--- src/rtl/cbeg_pkg.sv ---
`timescale 1ns/1ps
package cbeg_pkg;
    parameter int SUB_W  = 3;
    parameter int IDX_W  = 2;
    parameter int CHIP_W = 12;
    parameter int SLOT_W = 4;

    localparam int POS_W = SUB_W + IDX_W + CHIP_W + SLOT_W;

    typedef struct packed {
        logic [SLOT_W-1:0] slot;
        logic [IDX_W-1:0]  idx;
        logic [CHIP_W-1:0] chip;
        logic [SUB_W-1:0]  sub;
    } tpos_t;

    typedef enum logic [0:0] {
        ARM_IDLE = 1'b0,
        ARM_RUN  = 1'b1
    } arm_st_t;

    function automatic tpos_t pack_pos(
        input logic [SLOT_W-1:0] slot,
        input logic [IDX_W-1:0]  idx,
        input logic [CHIP_W-1:0] chip,
        input logic [SUB_W-1:0]  sub
    );
        tpos_t p;
        p.slot = slot;
        p.idx  = idx;
        p.chip = chip;
        p.sub  = sub;
        return p;
    endfunction

    function automatic logic sub_equal(input tpos_t a, input tpos_t b);
        return a.sub == b.sub;
    endfunction
endpackage

--- src/rtl/cbeg_pos_match.sv ---
`timescale 1ns/1ps
module cbeg_pos_match
    import cbeg_pkg::*;
(
    input  tpos_t now_i,
    input  tpos_t off_i,
    output logic  sub_hit_o,
    output logic  pos_hit_o
);
    localparam int NFLD = 4;
    logic [NFLD-1:0] fld_eq;

    generate
        for (genvar g = 0; g < NFLD; g++) begin : g_fld
            if (g == 0) begin : g_sub
                assign fld_eq[g] = sub_equal(now_i, off_i);
            end else if (g == 1) begin : g_chip
                assign fld_eq[g] = (now_i.chip == off_i.chip);
            end else if (g == 2) begin : g_idx
                assign fld_eq[g] = (now_i.idx == off_i.idx);
            end else begin : g_slot
                assign fld_eq[g] = (now_i.slot == off_i.slot);
            end
        end
    endgenerate

    assign sub_hit_o = fld_eq[0];
    assign pos_hit_o = &fld_eq;
endmodule

--- src/rtl/cbeg_arm.sv ---
`timescale 1ns/1ps
module cbeg_arm
    import cbeg_pkg::*;
(
    input  logic clk,
    input  logic rst,
    input  logic en_i,
    input  logic tick_i,
    input  logic sub_hit_i,
    input  logic pos_hit_i,
    output logic armed_o,
    output logic start_o,
    output logic qual_o
);
    arm_st_t st_q;

    assign start_o = en_i && tick_i && pos_hit_i;
    assign qual_o  = en_i && tick_i && sub_hit_i && ((st_q == ARM_RUN) || pos_hit_i);
    assign armed_o = (st_q == ARM_RUN);

    always_ff @(posedge clk) begin
        if (rst) begin
            st_q <= ARM_IDLE;
        end else if (!en_i) begin
            st_q <= ARM_IDLE;
        end else if (start_o) begin
            st_q <= ARM_RUN;
        end
    end
endmodule

--- src/rtl/cbeg_period_ctr.sv ---
`timescale 1ns/1ps
module cbeg_period_ctr #(
    parameter int CNT_W = 8
) (
    input  logic             clk,
    input  logic             rst,
    input  logic             en_i,
    input  logic             qual_i,
    input  logic [CNT_W-1:0] cval_i,
    output logic [CNT_W-1:0] cnt_o,
    output logic             done_o
);
    logic [CNT_W-1:0] cnt_q;

    assign done_o = (cnt_q >= cval_i);
    assign cnt_o  = cnt_q;

    always_ff @(posedge clk) begin
        if (rst) begin
            cnt_q <= '0;
        end else if (!en_i) begin
            cnt_q <= '0;
        end else if (qual_i) begin
            cnt_q <= done_o ? '0 : cnt_q + 1'b1;
        end
    end
endmodule

--- src/rtl/cbeg_event_gen.sv ---
`timescale 1ns/1ps
module cbeg_event_gen
    import cbeg_pkg::*;
#(
    parameter int CNT_W = 8
) (
    input  logic              clk,
    input  logic              rst,
    input  logic              en_i,
    input  logic              tick_i,
    input  logic [SLOT_W-1:0] tm_slot_i,
    input  logic [IDX_W-1:0]  tm_idx_i,
    input  logic [CHIP_W-1:0] tm_chip_i,
    input  logic [SUB_W-1:0]  tm_sub_i,
    input  logic [SLOT_W-1:0] of_slot_i,
    input  logic [IDX_W-1:0]  of_idx_i,
    input  logic [CHIP_W-1:0] of_chip_i,
    input  logic [SUB_W-1:0]  of_sub_i,
    input  logic [CNT_W-1:0]  cval_i,
    output logic              event_o
);
    tpos_t            now_pos;
    tpos_t            off_pos;
    logic             sub_hit;
    logic             pos_hit;
    logic             armed_w;
    logic             start_w;
    logic             qual_w;
    logic [CNT_W-1:0] cnt_w;
    logic             done_w;
    logic             evt_q;

    assign now_pos = pack_pos(tm_slot_i, tm_idx_i, tm_chip_i, tm_sub_i);
    assign off_pos = pack_pos(of_slot_i, of_idx_i, of_chip_i, of_sub_i);

    cbeg_pos_match u_match (
        .now_i     (now_pos),
        .off_i     (off_pos),
        .sub_hit_o (sub_hit),
        .pos_hit_o (pos_hit)
    );

    cbeg_arm u_arm (
        .clk       (clk),
        .rst       (rst),
        .en_i      (en_i),
        .tick_i    (tick_i),
        .sub_hit_i (sub_hit),
        .pos_hit_i (pos_hit),
        .armed_o   (armed_w),
        .start_o   (start_w),
        .qual_o    (qual_w)
    );

    cbeg_period_ctr #(.CNT_W(CNT_W)) u_ctr (
        .clk    (clk),
        .rst    (rst),
        .en_i   (en_i),
        .qual_i (qual_w),
        .cval_i (cval_i),
        .cnt_o  (cnt_w),
        .done_o (done_w)
    );

    always_ff @(posedge clk) begin
        if (rst) begin
            evt_q <= 1'b0;
        end else begin
            evt_q <= en_i && qual_w && done_w;
        end
    end

    assign event_o = evt_q;
endmodule

--- config.mk ---
export PLATFORM = sky130hd
export DESIGN_NAME = cbeg_event_gen
export DESIGN_NICKNAME = d
export VERILOG_FILES = /design/src/rtl/cbeg_pkg.sv /design/src/rtl/cbeg_pos_match.sv /design/src/rtl/cbeg_arm.sv /design/src/rtl/cbeg_period_ctr.sv /design/src/rtl/cbeg_event_gen.sv
export SDC_FILE = /design/constraint.sdc
export NUM_CORES = 1
export LEC_CHECK = 0
export BUFFER_PORTS_ARGS = -buffer_cell sky130_fd_sc_hd__buf_4
export CORE_ASPECT_RATIO = 1.25
export CORE_UTILIZATION = 47
export CTS_CLUSTER_SIZE = 10
export DETAILED_ROUTE_END_ITERATION = 16
export MAX_ROUTING_LAYER = met4
export PLACE_DENSITY = 0.9
export SYNTH_ARGS = -nofsm -noshare
export SYNTH_HDL_FRONTEND = slang
export SYNTH_HIERARCHICAL = 1
export SYNTH_SLANG_ARGS = --single-unit
--- constraint.sdc ---
create_clock -name clk -period 3.1 [get_ports clk]
set_input_delay 0.31 -clock clk [delete_from_list [all_inputs] [get_ports clk]]
set_output_delay 0.31 -clock clk [all_outputs]
set_load 0.01 [all_outputs]
==> impl_metrics.env <==
export IMPL_grt_max_degree=10
export IMPL_timing_hold_worst_endpoint="u_arm/armed_o"
export IMPL_layout_worst_path_cycle_share_pct=69.9
export IMPL_synthToLayoutAreaGrowth_pct=46.3
export IMPL_detail_route_iter0_violations=12
export IMPL_worst_slew_pin_transition_ns=0.447
export IMPL_timing_max_cap_violations=0
export IMPL_grt_usage_pct=23.1
export IMPL_outcome="complete, no violations"
export IMPL_viasPerCell=5.53
export IMPL_total_nets_after_synthesis=167
export IMPL_drt_antenna_violating_nets=0
export IMPL_final_hold_viol_count=0
export IMPL_r2r_start="u_ctr/cnt_o[5]"
export IMPL_setup_tns_ns=0
export IMPL_design_die_area_um2=2270
export IMPL_ff_latch_area_um2=200
export IMPL_overflow_left_after_global_routing=0
export IMPL_arrival_time_of_data_at_the_critical_path_endpoint_ns=2.30
export IMPL_die_h_um=53.0
export IMPL_cts_hold_buffers=0
export IMPL_io_pins=55
export IMPL_syn_instance_count=104
export IMPL_nets=225
export IMPL_yosysWarningCount=6
export IMPL_syn_area_um2=978
export IMPL_pwr_density_cell_nw_per_um2=220
export IMPL_power_ir_vdd_worst_mv=0.239
export IMPL_antenna_found_initial=0
export IMPL_drt_first_pass_iters=4
export IMPL_max_clock_path_buffers=2
export IMPL_drive_above_1_share_pct=43.1
export IMPL_rsz0062_at_grt="no"
export IMPL_avgSynthCellArea_um2=9.41
export IMPL_clock_slew_at_the_register_clock_pins_of_the_worst_setup_and_hold_paths_ns=0.06
export IMPL_initial_core_util_pct=49.9
export IMPL_timing_critical_path_to_type="flip-flop"
export IMPL_dpl_hpwl_um=2170
export IMPL_worst_clock_skew_ns=0.00432
export IMPL_setup_violations=0
export IMPL_clockRootBuffer="clkbuf_4"
export IMPL_worst_ep_required_time_ns=3.23
export IMPL_final_cells=180
export IMPL_wl_um=2570
export IMPL_drt_wirelength_per_cell_um=14.3
export IMPL_rr_worst_depth=5
export IMPL_crit_type="input port to flip-flop"
export IMPL_grt_first_pass_wirelength_um=3810
export IMPL_numCtsBuffers=3
export IMPL_min_path_type="input port to flip-flop"
export IMPL_critPathMaxFanout=9
export IMPL_multi_input_area_um2=737
export IMPL_slew_limit_headroom_pct=70.2
export IMPL_cts_htree_levels=1
export IMPL_worst_hold_startpoint="rst"
export IMPL_timing_critical_path_from_type="input port"
export IMPL_number_of_inserted_filler_cells_in_the_final_layout=150
export IMPL_placement_io_buffers=54
export IMPL_cts_post_setup_buffers_inserted=0
export IMPL_vias=996
export IMPL_dieWidth_um=42.8
export IMPL_final_max_slew_viols=0
export IMPL_drt_drc_violations_left=0
export IMPL_clkSinkCount=10
export IMPL_diodes=0
export IMPL_maxClockFrequency_ghz=0.461
export IMPL_tritoncts="built"
export IMPL_final_worst_path_period_need_ns=2.17
export IMPL_leakagePower_nw=0.647
export IMPL_globalplace_congestion=0.826
export IMPL_rows=18
export IMPL_post_cts_resize_count=0
export IMPL_placedCellCount=177
export IMPL_holdPathStages=2
export IMPL_regToRegEndpoint="u_ctr/cnt_o[7]"
export IMPL_ff2ff_setup_slack_ns=1.26
export IMPL_layout_core_utilization_pct=73.1
export IMPL_grt_pass1_vias=923
export IMPL_core_region_area_um2=1960
export IMPL_clock_latency_ns=0.26
==> state kept, by name (all words and copies together) (netlist names) <==
| register | cells |
|---|---|
| u_arm/armed_o | 1 |
| u_ctr/cnt_o | 8 |
| event_o | 1 |
==> worst max path at each step <==
stage	from	endpoint	slack [ns]	cells past startpoint
after floorplan	of_slot_i[1]	u_ctr/cnt_o[1]	1.16	8
after global placement	of_chip_i[0]	u_ctr/cnt_o[7]	0.77	10
after detailed placement	of_chip_i[0]	u_ctr/cnt_o[7]	0.70	10
after CTS	of_chip_i[0]	u_ctr/cnt_o[7]	0.98	10
after global routing	of_chip_i[0]	u_ctr/cnt_o[7]	0.81	10
final	of_chip_i[0]	u_ctr/cnt_o[7]	0.93	10
==> critical path, stage by stage <==
cell and delay (ns):
buf_4 0.11, xor2_1 0.16, nor4_1 0.30, nand4_1 0.14
nor4_2 0.20, o2111a_1 0.43, nand3_1 0.16, nor3_1 0.25
xnor2_1 0.18, a211oi_2 0.06
==> layout by cell type, fill, tap and decap left out, types with 3 or more instances in the layout <==
master,count
inv_1,9
dfxtp_1,10
xor2_1,18
a211oi_2,4
a21oi_1,3
xnor2_1,7
nand2_1,3
clkbuf_4,3
nand4_1,3
buf_4,55
o2111ai_1,4
ha_1,9
nand2b_1,6
nor2_1,3
nor4_1,3
==> per-layer routing <==
layer	vias up	track usage [%]	wire length, um
li1	491	-	-
met2	47	46.7	1460
met1	454	20.4	887
met3	4	4.78	181
met5	-	-	0
met4	0	9.38	37
==> where the power goes <==
| group | internal [mW] | leakage [nW] | switching [mW] |
|---|---|---|---|
| Sequential | 0.128 | 0.0805 | 0.00000000322 |
| Clock | 0.0448 | 0.0138 | 0.0426 |
| Combinational | 0.0620 | 0.553 | 0.0375 |
| Total | 0.235 | 0.647 | 0.0801 |
==> layout make-up <==
type | instances | area share (%)
sequential | 10 | 14.0
timing repair buffer | 55 | 28.8
inverter | 9 | 2.36
tap | 20 | 1.75
multi-input combinational | 83 | 51.5
clock buffer | 3 | 1.57
==> stage by stage <==
stage / hold WS [ns] / cell area (um2) / power [mW] / worst slack [ns]
floorplan: 0.380 / 978 / 0.168 / 1.16
global placement: 0.487 / 1410 / 0.226 / 0.773
detailed placement: 0.491 / 1410 / 0.231 / 0.698
CTS: 0.209 / 1430 / 0.319 / 0.980
global route: 0.207 / 1430 / 0.333 / 0.807
finish: 0.219 / 1430 / 0.315 / 0.933
No activity file was read; power rests on OpenSTA's default activity.
